==> src/rtl/sfe_pkg.sv <==
`timescale 1ns/1ps
package sfe_pkg;
   typedef enum logic [2:0] {
      OP_RDID  = 3'd0,
      OP_RDSR  = 3'd1,
      OP_WREN  = 3'd2,
      OP_CHER  = 3'd3,
      OP_SECER = 3'd4,
      OP_READ  = 3'd5,
      OP_PROG  = 3'd6,
      OP_BAD   = 3'd7
   } sfe_op_e;

   localparam logic [7:0] SR_OPC   = 8'h05;
   localparam int         SR_BUSY  = 0;
   localparam int         SR_WEL   = 1;
   localparam int         ID_BYTES = 3;
   localparam int         MAX_PROG = 255;

   function automatic logic [7:0] sfe_opcode(sfe_op_e c);
      case (c)
         OP_RDID:  return 8'h9F;
         OP_RDSR:  return 8'h05;
         OP_WREN:  return 8'h06;
         OP_CHER:  return 8'hC7;
         OP_SECER: return 8'h20;
         OP_READ:  return 8'h03;
         OP_PROG:  return 8'h02;
         default:  return 8'h00;
      endcase
   endfunction
endpackage

==> src/rtl/sfe_byte_shift.sv <==
`timescale 1ns/1ps
module sfe_byte_shift #(
   parameter int DIV_W = 8
) (
   input  logic             clk,
   input  logic             rst_n,
   input  logic [DIV_W-1:0] half_div,
   input  logic             start,
   input  logic [7:0]       tx_byte,
   input  logic             miso,
   output logic             sclk,
   output logic             mosi,
   output logic [7:0]       rx_byte,
   output logic             byte_done
);
   logic [DIV_W-1:0] dcnt;
   logic [DIV_W-1:0] lim;
   logic [2:0]       bitn;
   logic [7:0]       txs;
   logic [7:0]       rxs;
   logic             run;
   logic             sck;

   assign lim = (half_div == '0) ? DIV_W'(1) : half_div;

   always_ff @(posedge clk or negedge rst_n) begin
      if (!rst_n) begin
         dcnt      <= '0;
         bitn      <= '0;
         txs       <= '0;
         rxs       <= '0;
         run       <= 1'b0;
         sck       <= 1'b0;
         byte_done <= 1'b0;
      end else begin
         byte_done <= 1'b0;
         if (start && !run) begin
            run  <= 1'b1;
            txs  <= tx_byte;
            bitn <= '0;
            dcnt <= '0;
            sck  <= 1'b0;
         end else if (run) begin
            if (dcnt == lim - 1'b1) begin
               dcnt <= '0;
               sck  <= ~sck;
               if (!sck) begin
                  rxs <= {rxs[6:0], miso};
               end else if (bitn == 3'd7) begin
                  run       <= 1'b0;
                  byte_done <= 1'b1;
               end else begin
                  bitn <= bitn + 3'd1;
                  txs  <= {txs[6:0], 1'b0};
               end
            end else begin
               dcnt <= dcnt + 1'b1;
            end
         end
      end
   end

   assign sclk    = sck;
   assign mosi    = txs[7];
   assign rx_byte = rxs;

   // data toward the flash is settled before SCLK rises
   a_r2_mosi_stable: assert property (@(posedge clk) disable iff (!rst_n)
      $rose(sclk) |-> $stable(mosi));
endmodule

==> src/rtl/sfe_seq.sv <==
`timescale 1ns/1ps
module sfe_seq
   import sfe_pkg::*;
#(
   parameter int LEN_W   = 9,
   parameter int POLL_W  = 16,
   parameter int GAP_CYC = 2
) (
   input  logic              clk,
   input  logic              rst_n,
   input  logic              req_valid,
   input  logic [2:0]        req_cmd,
   input  logic [23:0]       req_addr,
   input  logic [LEN_W-1:0]  req_len,
   input  logic [POLL_W-1:0] poll_limit,
   input  logic [7:0]        wr_data,
   input  logic              wr_valid,
   output logic              wr_ready,
   output logic [7:0]        rd_data,
   output logic              rd_valid,
   output logic              busy,
   output logic              done,
   output logic              err,
   output logic              cs_n,
   output logic              sh_start,
   output logic [7:0]        sh_tx,
   input  logic              sh_done,
   input  logic [7:0]        sh_rx
);
   localparam int GW = $clog2(GAP_CYC + 1);

   typedef enum logic [2:0] {
      S_IDLE, S_HDR, S_RD, S_WAITW, S_WR, S_GAP, S_POLLOP, S_POLLRD
   } st_e;

   st_e               st;
   sfe_op_e           op;
   logic [23:0]       addr;
   logic [LEN_W-1:0]  left;
   logic [1:0]        hidx;
   logic [POLL_W-1:0] pcnt;
   logic [GW-1:0]     gcnt;

   sfe_op_e           cmd_in;
   logic              has_addr, hdr_last, polls, poll_ok, bad_req;
   logic [1:0]        hnext;
   logic [7:0]        abyte;
   logic [POLL_W-1:0] plim;

   assign cmd_in   = sfe_op_e'(req_cmd);
   assign has_addr = (op == OP_SECER) || (op == OP_READ) || (op == OP_PROG);
   assign hdr_last = has_addr ? (hidx == 2'd3) : 1'b1;
   assign polls    = (op == OP_WREN) || (op == OP_CHER) || (op == OP_SECER);
   assign poll_ok  = (op == OP_WREN) ? sh_rx[SR_WEL] : !sh_rx[SR_BUSY];
   assign hnext    = hidx + 2'd1;
   assign bad_req  = (cmd_in == OP_BAD) ||
                     ((cmd_in == OP_PROG) &&
                      ((req_len == '0) || (req_len > LEN_W'(MAX_PROG))));
   assign plim     = (poll_limit == '0) ? POLL_W'(1) : poll_limit;

   always_comb begin
      case (hnext)
         2'd1:    abyte = addr[23:16];
         2'd2:    abyte = addr[15:8];
         default: abyte = addr[7:0];
      endcase
   end

   always_ff @(posedge clk or negedge rst_n) begin
      if (!rst_n) begin
         st       <= S_IDLE;
         op       <= OP_RDID;
         addr     <= '0;
         left     <= '0;
         hidx     <= '0;
         pcnt     <= '0;
         gcnt     <= '0;
         cs_n     <= 1'b1;
         sh_start <= 1'b0;
         sh_tx    <= '0;
         rd_data  <= '0;
         rd_valid <= 1'b0;
         done     <= 1'b0;
         err      <= 1'b0;
      end else begin
         sh_start <= 1'b0;
         rd_valid <= 1'b0;
         done     <= 1'b0;
         case (st)
            S_IDLE: if (req_valid) begin
               op   <= cmd_in;
               addr <= req_addr;
               left <= req_len;
               hidx <= '0;
               pcnt <= '0;
               err  <= 1'b0;
               if (bad_req) begin
                  err  <= 1'b1;
                  done <= 1'b1;
               end else begin
                  cs_n     <= 1'b0;
                  sh_tx    <= sfe_opcode(cmd_in);
                  sh_start <= 1'b1;
                  st       <= S_HDR;
               end
            end
            S_HDR: if (sh_done) begin
               if (!hdr_last) begin
                  hidx     <= hnext;
                  sh_tx    <= abyte;
                  sh_start <= 1'b1;
               end else if (polls) begin
                  cs_n <= 1'b1;
                  gcnt <= '0;
                  st   <= S_GAP;
               end else if (op == OP_PROG) begin
                  st <= S_WAITW;
               end else if ((op == OP_RDID) || (op == OP_RDSR) || (left != '0)) begin
                  if (op == OP_RDID)      left <= LEN_W'(ID_BYTES);
                  else if (op == OP_RDSR) left <= LEN_W'(1);
                  sh_tx    <= '0;
                  sh_start <= 1'b1;
                  st       <= S_RD;
               end else begin
                  cs_n <= 1'b1;
                  done <= 1'b1;
                  st   <= S_IDLE;
               end
            end
            S_RD: if (sh_done) begin
               rd_data  <= sh_rx;
               rd_valid <= 1'b1;
               if (left == LEN_W'(1)) begin
                  cs_n <= 1'b1;
                  done <= 1'b1;
                  st   <= S_IDLE;
               end else begin
                  left     <= left - 1'b1;
                  sh_start <= 1'b1;
               end
            end
            S_WAITW: if (wr_valid) begin
               sh_tx    <= wr_data;
               sh_start <= 1'b1;
               st       <= S_WR;
            end
            S_WR: if (sh_done) begin
               if (left == LEN_W'(1)) begin
                  cs_n <= 1'b1;
                  done <= 1'b1;
                  st   <= S_IDLE;
               end else begin
                  left <= left - 1'b1;
                  st   <= S_WAITW;
               end
            end
            S_GAP: begin
               if (gcnt == GW'(GAP_CYC - 1)) begin
                  cs_n     <= 1'b0;
                  sh_tx    <= SR_OPC;
                  sh_start <= 1'b1;
                  st       <= S_POLLOP;
               end else begin
                  gcnt <= gcnt + 1'b1;
               end
            end
            S_POLLOP: if (sh_done) begin
               sh_tx    <= '0;
               sh_start <= 1'b1;
               st       <= S_POLLRD;
            end
            S_POLLRD: if (sh_done) begin
               cs_n <= 1'b1;
               gcnt <= '0;
               if (poll_ok) begin
                  done <= 1'b1;
                  st   <= S_IDLE;
               end else if (pcnt + 1'b1 >= plim) begin
                  err  <= 1'b1;
                  done <= 1'b1;
                  st   <= S_IDLE;
               end else begin
                  pcnt <= pcnt + 1'b1;
                  st   <= S_GAP;
               end
            end
            default: st <= S_IDLE;
         endcase
      end
   end

   assign busy     = (st != S_IDLE);
   assign wr_ready = (st == S_WAITW);

   // a chip-select release inside an operation lasts at least two cycles
   a_r11_cs_gap: assert property (@(posedge clk) disable iff (!rst_n)
      ($rose(cs_n) && busy) |=> cs_n);
   // completion never overlaps an operation in progress
   a_r13_done_idle: assert property (@(posedge clk) disable iff (!rst_n)
      done |-> !busy);
   // the error flag only appears together with completion
   a_r12_err_done: assert property (@(posedge clk) disable iff (!rst_n)
      $rose(err) |-> done);
endmodule

==> src/rtl/sflash_cmd_engine.sv <==
`timescale 1ns/1ps
module sflash_cmd_engine #(
   parameter int DIV_W   = 8,
   parameter int LEN_W   = 9,
   parameter int POLL_W  = 16,
   parameter int GAP_CYC = 2
) (
   input  logic              clk,
   input  logic              rst_n,
   input  logic [DIV_W-1:0]  half_div,
   input  logic [POLL_W-1:0] poll_limit,
   input  logic              req_valid,
   input  logic [2:0]        req_cmd,
   input  logic [23:0]       req_addr,
   input  logic [LEN_W-1:0]  req_len,
   input  logic [7:0]        wr_data,
   input  logic              wr_valid,
   output logic              wr_ready,
   output logic [7:0]        rd_data,
   output logic              rd_valid,
   output logic              busy,
   output logic              done,
   output logic              err,
   output logic              sclk,
   output logic              cs_n,
   output logic              mosi,
   input  logic              miso
);
   if (LEN_W < 9) begin : g_bad_len
      $error("LEN_W must hold the value 256");
   end
   if (GAP_CYC < 2) begin : g_bad_gap
      $error("GAP_CYC must be at least 2");
   end
   if (DIV_W < 1 || POLL_W < 1) begin : g_bad_w
      $error("divider and poll widths must be positive");
   end

   logic       sh_start;
   logic [7:0] sh_tx;
   logic       sh_done;
   logic [7:0] sh_rx;

   sfe_seq #(
      .LEN_W  (LEN_W),
      .POLL_W (POLL_W),
      .GAP_CYC(GAP_CYC)
   ) u_seq (
      .clk       (clk),
      .rst_n     (rst_n),
      .req_valid (req_valid),
      .req_cmd   (req_cmd),
      .req_addr  (req_addr),
      .req_len   (req_len),
      .poll_limit(poll_limit),
      .wr_data   (wr_data),
      .wr_valid  (wr_valid),
      .wr_ready  (wr_ready),
      .rd_data   (rd_data),
      .rd_valid  (rd_valid),
      .busy      (busy),
      .done      (done),
      .err       (err),
      .cs_n      (cs_n),
      .sh_start  (sh_start),
      .sh_tx     (sh_tx),
      .sh_done   (sh_done),
      .sh_rx     (sh_rx)
   );

   sfe_byte_shift #(
      .DIV_W(DIV_W)
   ) u_shift (
      .clk      (clk),
      .rst_n    (rst_n),
      .half_div (half_div),
      .start    (sh_start),
      .tx_byte  (sh_tx),
      .miso     (miso),
      .sclk     (sclk),
      .mosi     (mosi),
      .rx_byte  (sh_rx),
      .byte_done(sh_done)
   );

   // the serial clock is parked low whenever the flash is deselected
   a_r2_sclk_parked: assert property (@(posedge clk) disable iff (!rst_n)
      cs_n |-> !sclk);
endmodule

==> config.mk <==
export PLATFORM = sky130hd
export DESIGN_NAME = sflash_cmd_engine
export DESIGN_NICKNAME = d
export VERILOG_FILES = /design/src/rtl/sfe_pkg.sv /design/src/rtl/sfe_byte_shift.sv /design/src/rtl/sfe_seq.sv /design/src/rtl/sflash_cmd_engine.sv
export SDC_FILE = /design/constraint.sdc
export NUM_CORES = 1
export LEC_CHECK = 0
export BUFFER_PORTS_ARGS = -buffer_cell sky130_fd_sc_hd__buf_2
export CAP_MARGIN = 20
export CORE_MARGIN = 2
export CORE_UTILIZATION = 45
export CTS_CLUSTER_DIAMETER = 150
export CTS_CLUSTER_SIZE = 40
export DETAILED_ROUTE_END_ITERATION = 12
export PLACE_DENSITY = 0.66
export SYNTH_ARGS = -nofsm -noshare
export SYNTH_HDL_FRONTEND = slang
export SYNTH_SLANG_ARGS = --single-unit
==> constraint.sdc <==
create_clock -name clk -period 10.2 [get_ports clk]
set_input_delay 2.04 -clock clk [delete_from_list [all_inputs] [get_ports clk]]
set_output_delay 2.04 -clock clk [all_outputs]
set_load 0.02 [all_outputs]
# After elaboration in Yosys (flattened, before gate mapping)
# Index checks and enable logic that the tools add are counted.
dict set report word_totals {
  register_bits 110
  input_bits 73
  output_inout_bits 16
  wordCells 263
}
dict set report op_classes {
  add_sub_neg 7
  n_lt_le_gt_ge 2
  n_eq_ne 57
  muxes 131
  n_bitwise 2
  reduce_logical 43
}
# operator count
set ops {}
lappend ops {{$mux 8} 19}
lappend ops {{$mux 9} 10}
lappend ops {{$mux 16} 5}
lappend ops {{$mux 3} 20}
lappend ops {{$pmux 8 s7} 1}
lappend ops {{$mux 1} 55}
lappend ops {{$pmux 8 s5} 1}
lappend ops {{$eq 3x3->1 const B} 12}
lappend ops {{$pmux 16 s2} 1}
lappend ops {{$ne 2x1->1 const B} 14}
lappend ops {{$pmux 9 s3} 1}
lappend ops {{$pmux 3 s8} 1}
lappend ops {{$reduce_and 11->1} 2}
lappend ops {{$mux 2} 10}
lappend ops {{$ne 2x2->1 const B} 10}
lappend ops {{$reduce_and 10->1} 2}
lappend ops {{$eq 3x2->1 const B} 6}
lappend ops {{$add 16x1->16 const B} 1}
lappend ops {{$ge 16x16->1} 1}
lappend ops {{$logic_not 16->1} 1}
lappend ops {{$pmux 8 s2} 1}
lappend ops {{$reduce_and 4->1} 3}
lappend ops {{$reduce_and 5->1} 2}
lappend ops {{$reduce_bool 2->1} 5}
lappend ops {{other kinds (33)} 58}

# Depth between registers and ports, before layout
dict set report logic_depth {
  ltp_word 9
  mapped_depth 14
  depth_no_buf 12
}

# Modules after synthesis
# Synthesis repeated with hierarchy kept, for this count alone.
dict set report hier_totals {
  cells_unflattened 793
  hier_area_um2 6914.1
}
# mod n_inst cells_each area_per_inst_um2 seq_area_each_um2
set modules_own_cells {}
lappend modules_own_cells {sfe_seq 1 602 5089.9 2003.2}
lappend modules_own_cells {sfe_byte_shift 1 191 1824.2 750.7}

# Worst setup path before layout
# OpenSTA, ideal clock, no wires.
dict set report synth_path {
  kind {in2reg}
  start {input port poll_limit[9]}
  end {register u_seq.done}
  setup_time_ps 120
  arrival_time_ps 4340
  required_ps 10080
  path_slack_ps 5739
  stages 10
  path_buffers 1
  cell_sequence {nor4_1 -> a41o_1 -> ha_1 -> nand2b_1 -> a2111oi_0 -> o32ai_1 -> nor4_2 -> clkbuf_1 -> nand2_1 -> a41o_1}
}
dict set report synth_via {
  elab_chain_cells 7
}
# element line
set synth_lines {}
lappend synth_lines {{start: declaration} sflash_cmd_engine.sv:11} ;# input logic [POLL_W-1:0] poll_limit,
lappend synth_lines {{$logic_not 16->1} sfe_seq.sv:59} ;# assign plim = (poll_limit == '0) ? POLL_W'(1) : poll_limit;
lappend synth_lines {{$mux 16 *} sfe_seq.sv:59}
lappend synth_lines {{$ge 16x16->1 *} sfe_seq.sv:178} ;# end else if (pcnt + 1'b1 >= plim) begin
lappend synth_lines {{$mux 1 *} sfe_seq.sv:178}
lappend synth_lines {{$mux 1 *} sfe_seq.sv:175} ;# if (poll_ok) begin
lappend synth_lines {{$mux 1 *} sfe_seq.sv:172} ;# S_POLLRD: if (sh_done) begin
lappend synth_lines {{$pmux 1 s4 *} sfe_seq.sv:89} ;# case (st)
lappend synth_lines {{end signal: assignment} sfe_seq.sv:88} ;# done <= 1'b0;
lappend synth_lines {{end signal: assignment} sfe_seq.sv:176} ;# done <= 1'b1;
lappend synth_lines {{end signal: assignment} sfe_seq.sv:180} ;# done <= 1'b1;
lappend synth_lines {{end: declaration} sfe_seq.sv:22} ;# output logic done,
# Every way passes the cells marked *; elsewhere a longest branch is shown, timed or not.
# A chain may end at the register's enable or synchronous reset.

# Final worst setup path
dict set report layout_path {
  start {input port poll_limit[9]}
  end {register u_seq.pcnt[8]}
}
dict set report layout_via {
  elab_chain_cells 5
}
# element line
set layout_lines {}
lappend layout_lines {{$logic_not 16->1} sfe_seq.sv:59}
lappend layout_lines {{$mux 16 *} sfe_seq.sv:59}
lappend layout_lines {{$ge 16x16->1 *} sfe_seq.sv:178}
lappend layout_lines {{$ne 2x2->1 (no line) *} -}
lappend layout_lines {{$reduce_and 5->1 (no line) *} -}
lappend layout_lines {{end signal: assignment} sfe_seq.sv:183} ;# pcnt <= pcnt + 1'b1;
lappend layout_lines {{end: declaration} sfe_seq.sv:41} ;# logic [POLL_W-1:0] pcnt;
# Marks and branches as above.

==> results_dict.tcl <==
set metrics [dict create \
    rr_worst_depth 13 \
    synthSimpleGateAreaFrac_pct 20.52 \
    rsz0062_at_grt "no" \
    core_sq_um 15030 \
    synth_area_sq_um 6872 \
    synth_ff_type "dfrtp_1" \
    cts_root_buffer "clkbuf_16" \
    drtIter0Drc 430 \
    synth_top_family_by_area "simple AND/OR/NAND/NOR gates" \
    worstMarginPinSlew_ns 0.9775 \
    ys_types 73 \
    path_max_fanout 24 \
    timing.rr.end "u_seq.pcnt[4]$_DFFE_PN0P_" \
    fin_crit_ns 4.541 \
    synth_async_sr_flop_share_pct 100.0 \
    post-dp-hpwl_um 11530 \
    cp_data_required_time_ns 10.49 \
    tns_ns 0 \
    yosys_warnings 0 \
    fp.dieArea_sq_um 16270 \
    worst-r2r-setup-slack_ns 5.76 \
    cts_tree "built" \
    die_w_um 127.6 \
    peakVddDrop_uv 128.4 \
    postCtsHoldBufs 0 \
    diodes 0 \
    whs_endpoint "u_seq.addr[8]$_DFFE_PN0P_" \
    drv_cap 0 \
    syn_to_final_growth_pct 12.31 \
    maxSlewHeadroom_pct 34.48 \
    run_status "complete, no violations" \
    cts_buffer_depth 2 \
    wl_per_cell_um 15.31 \
    portBuffers 88 \
    period_share_pct 44.52 \
    synthAdderAreaFrac_pct 5.208 \
    grt_pass1_vias 5432 \
    yosysSeqAreaShare_pct 40.08 \
    synth_nets 869 \
    power_density_nw_per_um2 227.1 \
    synth_seq_cells 110 \
    dr.pass1.iters 5 \
    cts-buffers-inserted 9 \
    wirelength_um 15690 \
    cpMaxStageDelayCell "a2111oi_0" \
    htree_levels 3 \
    hold_start "u_seq.addr[8]$_DFFE_PN0P_" \
    hold_class "register to register" \
    whs_path_depth 2 \
    cp.arrival_ns 4.83 \
    post_cts_buffers 0 \
    rr_startpoint "u_seq.pcnt[2]$_DFFE_PN0P_" \
    finalMaxSlewViolations 0 \
    leakage_nw 3.615 \
    drc_errors 0 \
    synth_edf_count 0 \
    fmax_ghz 0.2202 \
    path_cells "buf_2 > nor4_1 > a41o_1 > ha_1 > nand2b_1 > a2111oi_0 > o32ai_1 > nor4_2 > buf_4 > and2_1 > a32o_1" \
    num_vias 5805 \
    grt_remaining_overflow 0 \
    vias_per_cell 5.663 \
    synth-xor-area-share_pct 3.587 \
    ios 89 \
    m1WireLength_um 7488 \
    grt_pass1_wl_um 26590 \
    wl_met3_um 601 \
    critPathMaxStageDelay_ns 0.47 \
    path_class "input port to register" \
    antenna_found_initial 0 \
    clock_sinks 110 \
    fin_skew_ns 0.01083 \
    place_congestion 0.8228 \
    dp_slack_ns 5.258 \
    ctsResizeCount 0 \
    fin_ws_ns 5.659 \
    layout.nets 933 \
    synth.avg_cell_area_sq_um 8.947 \
    synth_compound_area_share_pct 19.83 \
    initial_core_util_pct 45.71 \
    grt_use_total_pct 20.02 \
    critPathBufInv 2 \
    wl_met2_um 7465 \
    die_height_um 127.6 \
    clkTransAtPathRegs_ns 0.07 \
    setup_viol 0 \
    syn_inst 768 \
    cp-end-kind "register" \
    drt.antenna.violating_nets 0 \
    top_layer "met4" \
    drive_above_1_share_pct 17.44 \
    grt_max_degree 59 \
    clk_latency_ns 0.36 \
    crit_family "compound AO/OA/AOI/OAI gates" \
    startpoint_type "input port" \
    hold_viol_final 0 \
    synth_mux_area_share_pct 6.300 \
    rows 45 \
]
==> kinds of logic (layout without fill, tap and decap cells) <==
group,count (synthesis),after routing
simple gates,296,296
compound gates,191,191
flops,110,110
buf+inv,78,147
mux,40,40
fa+ha+maj,28,28
xor+xnor,25,25
==> per-stage QoR <==
| step | cell area, sq um | hold WS, ns | power [W] | utilization [%] | std cells |
|---|---|---|---|---|---|
| 2_1_floorplan | 6872 | 0.4432 | 0.001225 | - | 768 |
| 3_3_place_gp | 7418 | 0.4592 | 0.001401 | 49.35 | 1008 |
| 3_5_place_dp | 7418 | 0.4628 | 0.001410 | 49.35 | 1008 |
| 4_1_cts | 7710 | 0.4807 | 0.001757 | 51.29 | 1024 |
| 5_1_grt | 7717 | 0.4992 | 0.001890 | 51.34 | 1025 |
| 6_report | 7717 | 0.4795 | 0.001753 | 51.34 | 1025 |
==> cell usage in the layout, fill, tap and decap left out, types with 6 or more instances in the layout <==
cell / count
xor2_1: 7
ha_1: 27
o31ai_1: 6
xnor2_1: 16
mux2_2: 21
buf_4: 7
a32oi_1: 10
a21oi_1: 29
nand2b_1: 11
nor2_1: 36
buf_2: 87
inv_1: 37
and3_1: 10
clkbuf_16: 9
o21ai_0: 42
dfrtp_1: 109
mux2i_1: 14
o21ai_1: 6
nor2b_1: 6
nand3_1: 23
nor4_1: 9
a32o_1: 6
nor3_1: 23
nand2_1: 144
a22o_1: 16
a21boi_0: 10
==> registers in the layout (all words and copies together), names as in the netlist, 2 cells and up <==
| name | flops |
|---|---|
| u_seq.addr | 24 |
| u_seq.pcnt | 16 |
| u_seq.left | 9 |
| u_seq.rd_data | 8 |
| u_seq.sh_tx | 8 |
| u_shift.dcnt | 8 |
| u_shift.rx_byte | 8 |
| u_shift.txs | 8 |
| u_seq.op | 3 |
| u_seq.st | 3 |
| u_shift.bitn | 3 |
| u_seq.gcnt | 2 |
| u_seq.hidx | 2 |
==> power by group <==
| group | internal (W) | total (W) | switching (W) |
|---|---|---|---|
| Combinational | 0.000301 | 0.000724 | 0.000423 |
| Sequential | 0.000552 | 0.000685 | 0.000133 |
| Clock | 0.000177 | 0.000343 | 0.000166 |
| Total | 0.00103 | 0.00175 | 0.000722 |
==> cell type report <==
class                           instances  area (sq um)
Multi-Input combinational cell        580          3810
Tap cell                              188         235.2
Fill cell                            1453          7316
Inverter                               37         138.9
Sequential cell                       110          2754
Clock inverter                          4         45.04
Clock buffer                           12         246.5
Timing Repair Buffer                   94         488.0
==> layer usage <==
layer / global-route usage, % / up-vias
met5: 0 / -
met4: 4.266 / 0
met3: 3.350 / 8
met2: 32.93 / 114
met1: 27.96 / 2777
li1: - / 2906
==> cell usage after synthesis, types with 4 or more instances <==
cell type / instances / area [sq um]
nor2_1: 36 / 135.1
o21ai_0: 42 / 210.2
and3_1: 10 / 62.56
o21ai_1: 6 / 30.03
a21boi_0: 10 / 75.07
o21a_1: 5 / 37.54
or4_1: 4 / 30.03
clkbuf_1: 31 / 116.4
nand2_1: 144 / 540.5
nand2b_1: 11 / 68.82
o31ai_1: 6 / 45.04
buf_2: 6 / 30.03
mux2_2: 21 / 236.5
a22o_1: 16 / 140.1
mux2i_1: 14 / 140.1
xnor2_1: 16 / 140.1
a21oi_1: 29 / 145.1
nor4_1: 9 / 56.30
xor2_1: 7 / 61.31
nor3_1: 23 / 115.1
a211oi_1: 5 / 37.54
a31oi_1: 4 / 25.02
a32oi_1: 10 / 87.58
ha_1: 27 / 337.8
inv_1: 37 / 138.9
o22ai_1: 4 / 25.02
a32o_1: 6 / 60.06
o2bb2ai_1: 4 / 35.03
o211ai_1: 5 / 37.54
nor3b_1: 5 / 37.54
nand3_1: 23 / 115.1
dfrtp_1: 109 / 2728
nor2b_1: 6 / 37.54
mux2_1: 5 / 56.30
a22oi_1: 5 / 37.54
==> how the worst max path moves through the flow <==
stage,startpoint,endpoint,slack [ns],depth (start not counted)
global route,poll_limit[9],u_seq.pcnt[8]$_DFFE_PN0P_,5.38,11
finish,poll_limit[9],u_seq.pcnt[8]$_DFFE_PN0P_,5.66,11
CTS,poll_limit[9],u_seq.pcnt[8]$_DFFE_PN0P_,5.64,11
detailed placement,poll_limit[9],u_seq.pcnt[0]$_DFFE_PN0P_,5.26,11
floorplan,poll_limit[9],u_seq.done$_DFF_PN0_,5.74,10
global placement,poll_limit[9],u_seq.pcnt[0]$_DFFE_PN0P_,5.43,11
==> worst reg2reg max path, cell delays in order, from the launching register on <==
cell and delay [ns]:
dfrtp_1 0.48, nand3_1 0.19, nor3_1 0.62, nand3_1 0.30
or2_2 0.38, xnor2_1 0.15, ha_1 0.31, nand4_1 0.13
or4_1 0.53, o32ai_1 0.35, nor4_2 0.09, buf_4 0.22
and2_1 0.25, a221o_1 0.32
No activity file was read; power rests on OpenSTA's default activity.
